`config.mk`:
```
export PLATFORM = sky130hd
export DESIGN_NAME = shrink_keygen
export DESIGN_NICKNAME = d
export VERILOG_FILES = /design/src/rtl/shrink_pkg.sv /design/src/rtl/shrink_lfsr.sv /design/src/rtl/shrink_decider.sv /design/src/rtl/shrink_keygen.sv
export SDC_FILE = /design/constraint.sdc
export NUM_CORES = 1
export LEC_CHECK = 0
export BUFFER_PORTS_ARGS = -buffer_cell sky130_fd_sc_hd__buf_2
export CAP_MARGIN = 20
export CORE_ASPECT_RATIO = 1.4
export CORE_UTILIZATION = 47
export CTS_CLUSTER_SIZE = 24
export DETAILED_ROUTE_END_ITERATION = 10
export HOLD_SLACK_MARGIN = 0.1
export PLACE_DENSITY_LB_ADDON = 0.15
export SYNTH_ARGS = -nofsm -noshare
export SYNTH_HDL_FRONTEND = slang
export SYNTH_HIERARCHICAL = 1
export SYNTH_SLANG_ARGS = --single-unit
```
`constraint.sdc`:
```
create_clock -name clk -period 2.3 [get_ports clk]
set_input_delay 0.46 -clock clk [delete_from_list [all_inputs] [get_ports clk]]
set_output_delay 0.46 -clock clk [all_outputs]
set_load 0.01 [all_outputs]
```
`src/rtl/shrink_pkg.sv`:
```
// Shared types for the self-shrinking keystream generator.
package shrink_pkg;
    // Selection rule applied to one group of register bits
    typedef enum logic {
        SEL_PAIR   = 1'b0,   // two bits, first bit decides
        SEL_TRIPLE = 1'b1    // three bits, XOR of first two decides
    } sel_mode_t;

    // Position of the next consumed bit inside its group
    typedef enum logic [1:0] {
        POS_FIRST  = 2'd0,
        POS_SECOND = 2'd1,
        POS_THIRD  = 2'd2
    } grp_pos_t;
endpackage

```
`src/rtl/shrink_lfsr.sv`:
```
// Fibonacci shift register that supplies one bit per step.
// Assumes TAPS has its MSB set, so the step map is invertible and a
// nonzero state never reaches zero. A load with an all-zero seed is ignored.
module shrink_lfsr #(
    parameter int             LEN      = 16,
    parameter logic [LEN-1:0] TAPS     = 16'hB400,
    parameter logic [LEN-1:0] RST_SEED = 16'h0001
) (
    input  logic           clk,
    input  logic           rst_n,
    input  logic           load,
    input  logic [LEN-1:0] seed,
    input  logic           step,
    output logic           cur_bit,
    output logic           load_ok
);
    logic [LEN-1:0] state;
    logic           fb;

    // Accept a load only when the seed is nonzero
    assign load_ok = load && (seed != '0);
    // Feedback bit is the parity of the tapped positions
    assign fb      = ^(state & TAPS);
    // Bit consumed by a step is the current MSB
    assign cur_bit = state[LEN-1];

    // State register: reset, accepted load, or one shift step
    always_ff @(posedge clk) begin
        if (!rst_n)       state <= RST_SEED;
        else if (load_ok) state <= seed;
        else if (step)    state <= {state[LEN-2:0], fb};
    end


    state_nonzero_chk: assert property (@(posedge clk) disable iff (!rst_n)
        state != '0);

    load_takes_chk: assert property (@(posedge clk) disable iff (!rst_n)
        load_ok |=> state == $past(seed));

    zero_refused_chk: assert property (@(posedge clk) disable iff (!rst_n)
        (load && seed == '0 && !step) |=> $stable(state));

    idle_hold_chk: assert property (@(posedge clk) disable iff (!rst_n)
        (!load && !step) |=> $stable(state));
endmodule

```
`src/rtl/shrink_decider.sv`:
```
// Groups consumed register bits and applies the selected keep rule.
// Assumes one bit arrives per step. The mode is latched with a group's
// first bit. clear restarts grouping and suppresses the strobe.
module shrink_decider
    import shrink_pkg::*;
(
    input  logic clk,
    input  logic rst_n,
    input  logic clear,
    input  logic step,
    input  logic bit_in,
    input  logic mode_in,
    output logic ks_bit,
    output logic ks_valid
);
    grp_pos_t  pos;
    sel_mode_t gmode;
    logic      b0, b1;

    // Group tracking and registered keep decision
    always_ff @(posedge clk) begin
        if (!rst_n) begin
            pos      <= POS_FIRST;
            gmode    <= SEL_PAIR;
            b0       <= 1'b0;
            b1       <= 1'b0;
            ks_bit   <= 1'b0;
            ks_valid <= 1'b0;
        end else begin
            ks_valid <= 1'b0;
            if (clear) begin
                pos <= POS_FIRST;
            end else if (step) begin
                case (pos)
                    POS_FIRST: begin
                        gmode <= sel_mode_t'(mode_in);
                        b0    <= bit_in;
                        pos   <= POS_SECOND;
                    end
                    POS_SECOND: begin
                        b1 <= bit_in;
                        if (gmode == SEL_PAIR) begin
                            ks_valid <= b0;
                            ks_bit   <= bit_in;
                            pos      <= POS_FIRST;
                        end else begin
                            pos <= POS_THIRD;
                        end
                    end
                    default: begin
                        ks_valid <= b0 ^ b1;
                        ks_bit   <= bit_in;
                        pos      <= POS_FIRST;
                    end
                endcase
            end
        end
    end


    valid_pulse_chk: assert property (@(posedge clk) disable iff (!rst_n)
        ks_valid |=> !ks_valid);

    valid_boundary_chk: assert property (@(posedge clk) disable iff (!rst_n)
        ks_valid |-> pos == POS_FIRST);

    pos_range_chk: assert property (@(posedge clk) disable iff (!rst_n)
        pos != 2'd3);

    pair_len_chk: assert property (@(posedge clk) disable iff (!rst_n)
        (gmode == SEL_PAIR) |-> pos != POS_THIRD);

    mode_held_chk: assert property (@(posedge clk) disable iff (!rst_n)
        (pos != POS_FIRST && !clear) |=> $stable(gmode));

    clear_quiet_chk: assert property (@(posedge clk) disable iff (!rst_n)
        clear |=> !ks_valid && pos == POS_FIRST);
endmodule

```
`src/rtl/shrink_keygen.sv`:
```
// Top level: single-register keystream generator with two- or three-bit
// selection groups and a valid strobe. A load takes priority over a step.
module shrink_keygen #(
    parameter int             LEN      = 16,
    parameter logic [LEN-1:0] TAPS     = 16'hB400,
    parameter logic [LEN-1:0] RST_SEED = 16'h0001
) (
    input  logic           clk,
    input  logic           rst_n,
    input  logic           seed_load,
    input  logic [LEN-1:0] seed,
    input  logic           enable,
    input  logic           mode,
    output logic           ks_bit,
    output logic           ks_valid
);
    logic step;
    logic cur_bit;
    logic load_ok;

    // A load cycle (accepted or refused) never steps
    assign step = enable && !seed_load;

    shrink_lfsr #(.LEN(LEN), .TAPS(TAPS), .RST_SEED(RST_SEED)) u_lfsr (
        .clk     (clk),
        .rst_n   (rst_n),
        .load    (seed_load),
        .seed    (seed),
        .step    (step),
        .cur_bit (cur_bit),
        .load_ok (load_ok)
    );

    shrink_decider u_dec (
        .clk      (clk),
        .rst_n    (rst_n),
        .clear    (load_ok),
        .step     (step),
        .bit_in   (cur_bit),
        .mode_in  (mode),
        .ks_bit   (ks_bit),
        .ks_valid (ks_valid)
    );


    refuse_quiet_chk: assert property (@(posedge clk) disable iff (!rst_n)
        (seed_load && seed == '0) |=> !ks_valid);

    idle_quiet_chk: assert property (@(posedge clk) disable iff (!rst_n)
        (!enable && !seed_load) |=> !ks_valid);
endmodule

```
==> results of run 1 <==
## metrics by stage
step | utilization [%] | TNS [ps] | power (mW) | instances | hold WS (ps)
after CTS | 56.7 | 0 | 0.740 | 161 | 369
after floorplan | - | 0 | 0.522 | 118 | 440
after detailed placement | 55.5 | -52.7 | 0.558 | 157 | 463
after global placement | 55.5 | 0 | 0.555 | 157 | 447
final | 56.7 | 0 | 0.731 | 161 | 381
after global routing | 56.7 | 0 | 0.770 | 161 | 359
## path summary, 6_finish.rpt
kind | end | slack, ps
setup / recovery | u_dec/b1 | 280
hold reg to reg | u_dec/ks_bit | 480
hold / removal | u_dec/gmode | 380
setup reg to reg | u_lfsr/state[0] | 1200
## routing by layer
metal	vias to the layer above	track usage, %	part of all wire (%)
met1	431	22.2	45
li1	471	-	-
met5	-	0	0
met4	0	8.93	0.83
met2	20	36.4	51
met3	2	1.81	3.4
## state kept, by name (all words and copies together) (netlist names)
register	cells
u_dec/ks_valid	1
u_dec/b1	1
u_dec/ks_bit	1
u_dec/gmode	1
u_dec/pos	2
u_lfsr/state	16
u_dec/b0	1
## area by class of cell
cell class,count,area share (%)
Inverter,2,0.595
Timing Repair Buffer,24,9.91
Tap cell,22,2.18
Clock buffer,4,2.08
Sequential cell,23,36.5
Multi-Input combinational cell,86,48.8
## worst register-to-register path, stage by stage (launching register included)
cell      delay, ps
dfxtp_1         450
xor2_1          190
xnor2_1         140
mux2i_1         100
o211ai_1        150
## where the power goes
| part | leakage, nW | switching [mW] | total [mW] | internal, mW |
|---|---|---|---|---|
| clock | 0.0150 | 0.114 | 0.182 | 0.0675 |
| combinational | 0.301 | 0.0576 | 0.112 | 0.0546 |
| sequential | 0.190 | 0.0156 | 0.437 | 0.421 |
| total | 0.506 | 0.188 | 0.731 | 0.543 |
## layout by cell type (no fill, tap or decap)
master     n
a21oi_1   18
and4bb_1   1
buf_2     22
buf_4      2
clkbuf_1   1
clkbuf_4   3
dfxtp_1   23
inv_1      2
mux2i_1   18
nand2_1    6
nand2b_1   2
nand3_1    2
nand3b_1   1
nand4b_1   1
nor2_1     1
nor2b_1    4
nor2b_4    1
nor3b_1    2
nor4b_4    1
o211ai_1   1
o21ai_0   14
o21ai_1    5
o41ai_4    1
or4_1      3
or4_4      1
xnor2_1    2
xor2_1     1
## cells by family after synthesis
kind of cell	count (synthesis)	synth area share (%)
compound gates	39	19.6
xor+xnor	3	2.33
mux	18	16.0
flops	23	40.9
buf+inv	9	4.44
simple gates	26	16.8
==> run_results.csv, run 1 <==
group,metric,value,unit
run_status,status,"complete, but fails checks",
run_status,violations,"DRC",
synth,syn_nets,139,
synth,yosysMostFrequentCell,"dfxtp_1",
pwr,power_density,579,nW/um^2
finish,antennaDiodeCount,0,
synth,avgSynthCellArea,9.54,um^2
floorplanning,core,2230,um^2
sta,slew_violations,0,
route,drt-wirelength-per-cell,14.2,um
floorplanning,initial_core_util,50.6,%
setup_path,critPathArrivalTime,2220,ps
route,drtPass1Iterations,7,
finish,fillers,210,
place,place_area,1240,um^2
floorplanning,die_w,43.4,um
synth,synth-async-reset-ratio,0,%
clock_network,cts_root_buffer,"clkbuf_4",
synth,synthTopCellsByCount,"dfxtp_1, a21oi_1, mux2i_1",
clock_network,clkLatencyLatePin,300,ps
route,routed_wl,2290,um
clock_network,clk_pin_slew,120,ps
hold_path,hold_class,"in2reg",
finish,final_cell_area,1260,um^2
sta,period_needed,2020,ps
setup_path,ff2ff_path_depth,4,
floorplanning,std_cell_rows,20,
clock_network,cts_tree,"built",
finish,syn2layout_area_growth,12.1,%
hold_path,hold_start,"mode",
global_routing,grt_pass1_wl,3790,um
floorplanning,io_pins,23,
finish,drive_gt1_share,22.3,%
synth,synth_edf_count,0,
synth,syn_area,1130,um^2
pwr,leakage,0.506,nW
synth,synth_top_cell_by_area,"dfxtp_1",
sta,finClkSkew,0.710,ps
clock_network,cts_resized,0,
pwr,vdd_drop_max,315,uV
setup_path,end_kind,"flip-flop",
clock_network,cts_made_buffers,3,
sta,rsz0062_at_grt,"false",
synth,yosysTopAreaCellShare,40.9,%
global_routing,antenna_found_initial,0,
sta,fin_crit_sh,87.6,%
clock_network,clkSinkCount,23,
clock_network,cts_setup_buffers,0,
sta,setup_viol,0,
place,post-place-ws,-52.7,ps
route,drc_errors,4,
setup_path,cp-start-kind,"primary input",
setup_path,critPathBufInv,2,
clock_network,hold_buffers,0,
setup_path,crit_chain,"buf_2, or4_1, o41ai_4, inv_1, and4bb_1, mux2i_1, nor2b_1",
finish,multi_input_area,616,um^2
global_routing,gr-total-overflow,0,
sta,timing.final.ws_setup,284,ps
finish,nets,161,
setup_path,r2r_start,"u_lfsr/state[15]",
global_routing,grt_max_degree,31,
synth,synth-seq-area-share,40.9,%
synth,synthCells,118,
synth,synth.area.top_cells,"dfxtp_1, mux2i_1, a21oi_1, o21ai_0, o41ai_4",
setup_path,critPathTopFamily,"simple AND/OR/NAND/NOR gates",
setup_path,path_max_fanout,5,
synth,synthDistinctLibCells,26,
place,port-buffer-count,22,
synth,ys_ff_latch,23,
setup_path,critical-path-slowest-cell,"or4_1",
global_routing,grt_util_all_layers,19.6,%
clock_network,clockBufferDepth,2,
route,ant_nets,0,
synth,synth_ff_type,"dfxtp_1",
finish,regArea,460,um^2
hold_path,whs_path_depth,3,
place,dpl.hpwl,1680,um
global_routing,first_global_vias,932,
route,num_vias,924,
floorplanning,dieArea,2600,um^2
setup_path,crit_required,2510,ps
setup_path,slowest_delay,570,ps
synth,yosysWarningCount,6,
route,vias_per_cell,5.74,
clock_network,cts_max_level,1,
route,drt_iter0_drc,16,
sta,hold_viol_final,0,
job,cap_viol_max_count,0,
sta,worst_slew_pin_slew,359,ps
setup_path,cp.depth,7,
setup_path,critPathKind,"in2reg",
sta,max_slew_margin,76.1,%
floorplanning,die_h,59.9,um
place,gp_congestion,0.729,
setup_path,crit_start,"seed[13]",
sta,fmax,496,MHz
(Power assumes the default switching activity.)
==> run 2, diff against run 1 <==
Settings changed: CORE_ASPECT_RATIO 1.4 to 0.9, CORE_MARGIN from default to 2, SLEW_MARGIN from default to 5.
==> run 2 against run 1 <==
Power hardly changed. Core utilization is 1.4 points higher. Largest cell class unchanged. Flip-flop and latch count stayed put. Highest routed layer is now met3. Critical endpoint is now u_dec/gmode. Setup slack better by 3.3 ps. First-iteration DRC count is 25% lower. Largest power group unchanged. The flow now finishes without violations.
==> run_results.csv, run 2 (same netlist as run 1, synthesis figures left out) <==
group,metric,value,unit
run_status,status,"complete, no violations",
setup_path,cp.depth,8,
setup_path,ff2ff_path_depth,4,
place,dp.cells,165,
hold_path,hold_class,"in2reg",
finish,regMostFlops,"u_lfsr/state",
clock_network,clkLatencyLatePin,300,ps
sta,max_slew_margin,74.4,%
clock_network,hold_buffers,0,
finish,multi_input_area,616,um^2
sta,setup_viol,0,
floorplanning,die_h,50.4,um
route,drt_iter0_drc,12,
sta,fin_crit_sh,87.5,%
clock_network,cts_resized,0,
pwr,leakage,0.520,nW
sta,fmax,497,MHz
setup_path,path_max_fanout,4,
floorplanning,std_cell_rows,16,
global_routing,grt_util_all_layers,17.7,%
route,ant_nets,0,
finish,syn2layout_area_growth,14.7,%
route,drtPass1Iterations,4,
finish,drive_gt1_share,23.9,%
clock_network,cts_max_level,1,
setup_path,critPathArrivalTime,2250,ps
sta,timing.final.ws_setup,288,ps
clock_network,clockBufferDepth,2,
global_routing,antenna_found_initial,0,
global_routing,grt_pass1_wl,3980,um
sta,period_needed,2010,ps
sta,tns,0,ps
sta,finClkSkew,3.80,ps
sta,slew_violations,0,
finish,final_common_cell,"dfxtp_1",
sta,rsz0062_at_grt,"false",
finish,final_util,58.1,%
setup_path,cp-start-kind,"primary input",
finish,instances_no_fill,169,
floorplanning,core,2220,um^2
global_routing,first_global_vias,898,
place,post-place-ws,-14.7,ps
floorplanning,io_pins,23,
setup_path,crit_required,2530,ps
route,routed_wl,2230,um
finish,largest_reg_flops,16,
sta,hold_viol_final,0,
clock_network,cts_made_buffers,3,
setup_path,critPathTopFamily,"simple AND/OR/NAND/NOR gates",
place,gp_congestion,0.786,
route,vias_per_cell,5.43,
setup_path,critPathBufInv,3,
global_routing,grt_max_degree,31,
clock_network,cts_setup_buffers,0,
route,drt-wirelength-per-cell,13.2,um
floorplanning,initial_core_util,50.7,%
sta,worst_slew_pin_slew,383,ps
finish,layout_common_cells,"dfxtp_1, buf_2, a21oi_1, mux2i_1, o21ai_0",
place,dpl.hpwl,1670,um
floorplanning,die_w,55.6,um
place,port-buffer-count,22,
route,num_vias,918,
setup_path,slowest_delay,570,ps
finish,nets,164,
route,drc_errors,0,
finish,regArea,460,um^2
job,cap_viol_max_count,0,
pwr,vdd_drop_max,312,uV
hold_path,whs_path_depth,3,
finish,antennaDiodeCount,0,
setup_path,critical-path-slowest-cell,"or4_1",
clock_network,clkSinkCount,23,
global_routing,gr-total-overflow,0,
clock_network,cts_root_buffer,"clkbuf_4",
pwr,power_density,566,nW/um^2
finish,top_regs,"u_lfsr/state: 16 flops, u_dec/pos: 2 flops",
setup_path,crit_chain,"buf_2, or4_1, o41ai_4, inv_1, buf_4, nor4b_4, nand3_1, o21ai_0",
setup_path,critPathKind,"in2reg",
setup_path,end_kind,"flip-flop",
clock_network,cts_tree,"built",
clock_network,clk_pin_slew,110,ps
floorplanning,dieArea,2800,um^2
finish,fillers,218,
run 2: cell types whose count changed in the layout (fill, tap and decap cells not counted):
cell	delta
buf_4	+3
run 2: worst min-delay path: stages:
cell,delay (ps)
buf_2,80
nand3_1,50
o21ai_0,60
run 2: final cells by class:
type | instances | area share [%]
Clock buffer | 4 | 2.03
Inverter | 2 | 0.581
Multi-Input combinational cell | 86 | 47.7
Sequential cell | 23 | 35.7
Tap cell | 27 | 2.62
Timing Repair Buffer | 27 | 11.4
run 2: worst paths after layout:
kind	slack, ps	end	start
setup / recovery	290	u_dec/gmode	seed[13]
hold / removal	380	u_dec/gmode	mode
setup reg to reg	1120	u_lfsr/state[0]	u_lfsr/state[15]
hold reg to reg	470	u_dec/ks_bit	u_dec/ks_bit
run 2: where the power goes:
| part | leakage [nW] | switching, mW | total [mW] | internal (mW) |
|---|---|---|---|---|
| registers | 0.190 | 0.0163 | 0.437 | 0.421 |
| clock network | 0.0150 | 0.110 | 0.177 | 0.0675 |
| logic | 0.316 | 0.0580 | 0.116 | 0.0577 |
run 2: routing by layer:
layer | track usage, % | vias to the layer above | part of all wire (%)
met4 | 1.63 | 0 | 0
met2 | 31.3 | 11 | 48
met5 | 0 | - | 0
met3 | 5.15 | 0 | 3.0
li1 | - | 476 | -
met1 | 22.2 | 431 | 49
run 2: through the flow:
stage	cell area, um^2	power (mW)	hold WS (ps)
final	1290	0.730	381
after global routing	1290	0.779	392
after detailed placement	1260	0.562	452
after global placement	1260	0.558	442
after CTS	1290	0.740	377
after floorplan	1130	0.522	440
==> run 3, diff against run 2 <==
Settings changed: CORE_UTILIZATION 47 to 49, SYNTH_HIERARCHICAL 1 to default.
==> run 3 against run 2 <==
Setup slack gained 500 ps. Routed wire length grew 15%. Count of clock-buffer cells in the layout shrank 1. Critical path depth shrank 3. Synthesized cell count grew 34%. Clock power grew 9%. Combinational power grew 4%. Power grew 2.5%. Global-route usage grew 1.3 points. Design area grew 10%. Flip-flop and latch count is the same. First-iteration DRC count grew to 3.8 times the previous value. Critical endpoint is now u_lfsr.state[11]. Largest power group unchanged.
==> run_results.csv, run 3 <==
group,metric,value,unit
synth,synthAdderAreaFrac,0,%
route,ant_nets,0,
global_routing,grt_max_degree,44,
route,vias_per_cell,5.40,
sta,period_needed,1510,ps
synth,muxShareOfSynthArea,14.6,%
place,gp_congestion,0.744,
clock_network,clockBufferDepth,2,
finish,nets,196,
hold_path,hold_class,"in2reg",
synth,synth_edf_count,0,
sta,timing.final.ws_setup,789,ps
setup_path,end_kind,"flip-flop",
synth,synthCells,158,
synth,synth-xor-area-share,2.69,%
global_routing,grt_util_all_layers,19.0,%
sta,hold_viol_final,0,
finish,largest_reg_flops,16,
job,cap_viol_max_count,0,
synth,yosysTopAreaCellShare,35.4,%
floorplanning,core,2490,um^2
sta,setup_viol,0,
synth,ys_ff_latch,23,
synth,avgSynthCellArea,8.24,um^2
global_routing,antenna_found_initial,0,
floorplanning,initial_core_util,52.3,%
setup_path,slowest_delay,460,ps
sta,max_slew_margin,58.7,%
synth,syn_nets,179,
synth,synth-async-reset-ratio,0,%
sta,whs,388,ps
synth,synth.area.top_cells,"dfxtp_1, mux2i_1, nand2_1, o21a_1, o21ai_0",
synth,synth_compound_area_share,16.5,%
synth,syn_area,1300,um^2
sta,finClkSkew,7.24,ps
finish,antennaDiodeCount,0,
setup_path,path_max_fanout,13,
clock_network,cts_setup_buffers,0,
synth,synth_ff_type,"dfxtp_1",
place,dpl.hpwl,1850,um
route,num_vias,1090,
finish,instances_no_fill,202,
setup_path,critPathKind,"in2reg",
place,post-place-ws,427,ps
sta,tns,0,ps
synth,synthDistinctLibCells,24,
pwr,leakage,0.581,nW
synth,yosysWarningCount,0,
synth,synth_top_cell_by_area,"dfxtp_1",
sta,worst_slew_pin_slew,619,ps
place,dp.cells,198,
clock_network,clk_pin_slew,130,ps
floorplanning,die_w,58.3,um
finish,regArea,460,um^2
floorplanning,die_h,52.9,um
synth,synthTopCellsByCount,"nand2_1, dfxtp_1, mux2i_1",
route,drtPass1Iterations,4,
setup_path,cp-start-kind,"primary input",
clock_network,cts_root_buffer,"clkbuf_4",
run_status,status,"complete, no violations",
synth,synth-seq-area-share,35.4,%
clock_network,clkSinkCount,23,
synth,yosysMostFrequentCell,"nand2_1",
clock_network,cts_tree,"built",
clock_network,cts_max_level,1,
floorplanning,io_pins,23,
finish,top_regs,"u_lfsr.state: 16 flops, u_dec.pos: 2 flops",
synth,yosys.area_share.simple,25.5,%
finish,multi_input_area,772,um^2
global_routing,gr-total-overflow,0,
hold_path,whs_path_depth,3,
clock_network,clkLatencyLatePin,320,ps
finish,syn2layout_area_growth,9.13,%
place,port-buffer-count,22,
setup_path,crit_required,2570,ps
sta,fmax,662,MHz
setup_path,critPathBufInv,1,
finish,regMostFlops,"u_lfsr.state",
setup_path,critPathTopFamily,"simple AND/OR/NAND/NOR gates",
synth,synth_top_family_by_area,"simple AND/OR/NAND/NOR gates",
sta,slew_violations,0,
floorplanning,dieArea,3080,um^2
setup_path,cp.depth,5,
setup_path,critical-path-slowest-cell,"nand4_2",
sta,fin_crit_sh,65.7,%
pwr,power,0.749,mW
route,drt-wirelength-per-cell,12.7,um
route,drc_errors,0,
global_routing,first_global_vias,1001,
clock_network,cts_made_buffers,3,
setup_path,ff2ff_path_depth,4,
finish,final_common_cell,"nand2_1",
route,routed_wl,2560,um
global_routing,grt_pass1_wl,4400,um
clock_network,cts_resized,0,
finish,drive_gt1_share,21.8,%
pwr,power_density,527,nW/um^2
floorplanning,std_cell_rows,17,
pwr,vdd_drop_max,403,uV
finish,layout_common_cells,"nand2_1, dfxtp_1, buf_2, mux2i_1, o21ai_0",
route,drt_iter0_drc,45,
finish,fillers,243,
clock_network,hold_buffers,0,
setup_path,critPathArrivalTime,1780,ps
setup_path,crit_chain,"buf_2, nor4_2, nand4_2, nor2_1, o21a_1",
sta,rsz0062_at_grt,"false",
[run 3: cell types whose count changed after synthesis, sizes merged, moves of 2 or more]
cell   change
nand2     +25
buf        +4
nand4      +3
or4        -4
nor3b      -2
o21a      +13
a21oi     -14
o21ai      -3
nor4       +4
nor2      +15
[run 3: kinds of logic (layout without fill, tap and decap cells)]
family                 after synthesis  count (layout)
flip-flops                          23              23
XOR/XNOR                             4               4
buffers and inverters               13              29
AO/OA/AOI/OAI                       35              35
multiplexers                        19              19
AND/OR/NAND/NOR                     64              64
[run 3: tightest hold or removal path, stage by stage]
cell and delay (ps):
buf_2 100, nand2_1 50, nand4_1 70
[run 3: metrics by stage]
stage / util (%) / area (um^2)
2_1_floorplan: - / 1300
3_3_place_gp: 56.0 / 1390
3_5_place_dp: 56.0 / 1390
4_1_cts: 57.1 / 1420
5_1_grt: 57.1 / 1420
6_report: 57.1 / 1420
[run 3: final cells by class]
cell class / instances / area share, %
clock buffer: 3 / 1.59
clock inverter: 1 / 0.352
inverter: 2 / 0.529
multi-input combinational: 122 / 54.4
sequential: 23 / 32.4
tap: 28 / 2.47
timing repair buffer: 23 / 8.28
[run 3: routing by layer]
metal / global-route usage, % / wire (um)
met4: 5.04 / 16
met2: 31.6 / 1150
met5: 0 / 0
met3: 6.11 / 153
met1: 23.6 / 1240
[run 3: power breakdown]
group	total [mW]	internal (mW)	leakage (nW)	switching [mW]
sequential	0.436	0.418	0.189	0.0174
combinational	0.121	0.0570	0.375	0.0636
clock	0.193	0.0652	0.0177	0.127
total	0.749	0.541	0.581	0.208
[run 3: worst paths after layout]
path                     start                to  slack (ps)
hold reg to reg    u_dec.gmode      u_dec.pos[1]         510
setup / recovery      seed[11]  u_lfsr.state[11]         790
hold / removal         seed[0]   u_lfsr.state[0]         390
setup reg to reg  u_dec.pos[0]      u_dec.ks_bit        1120
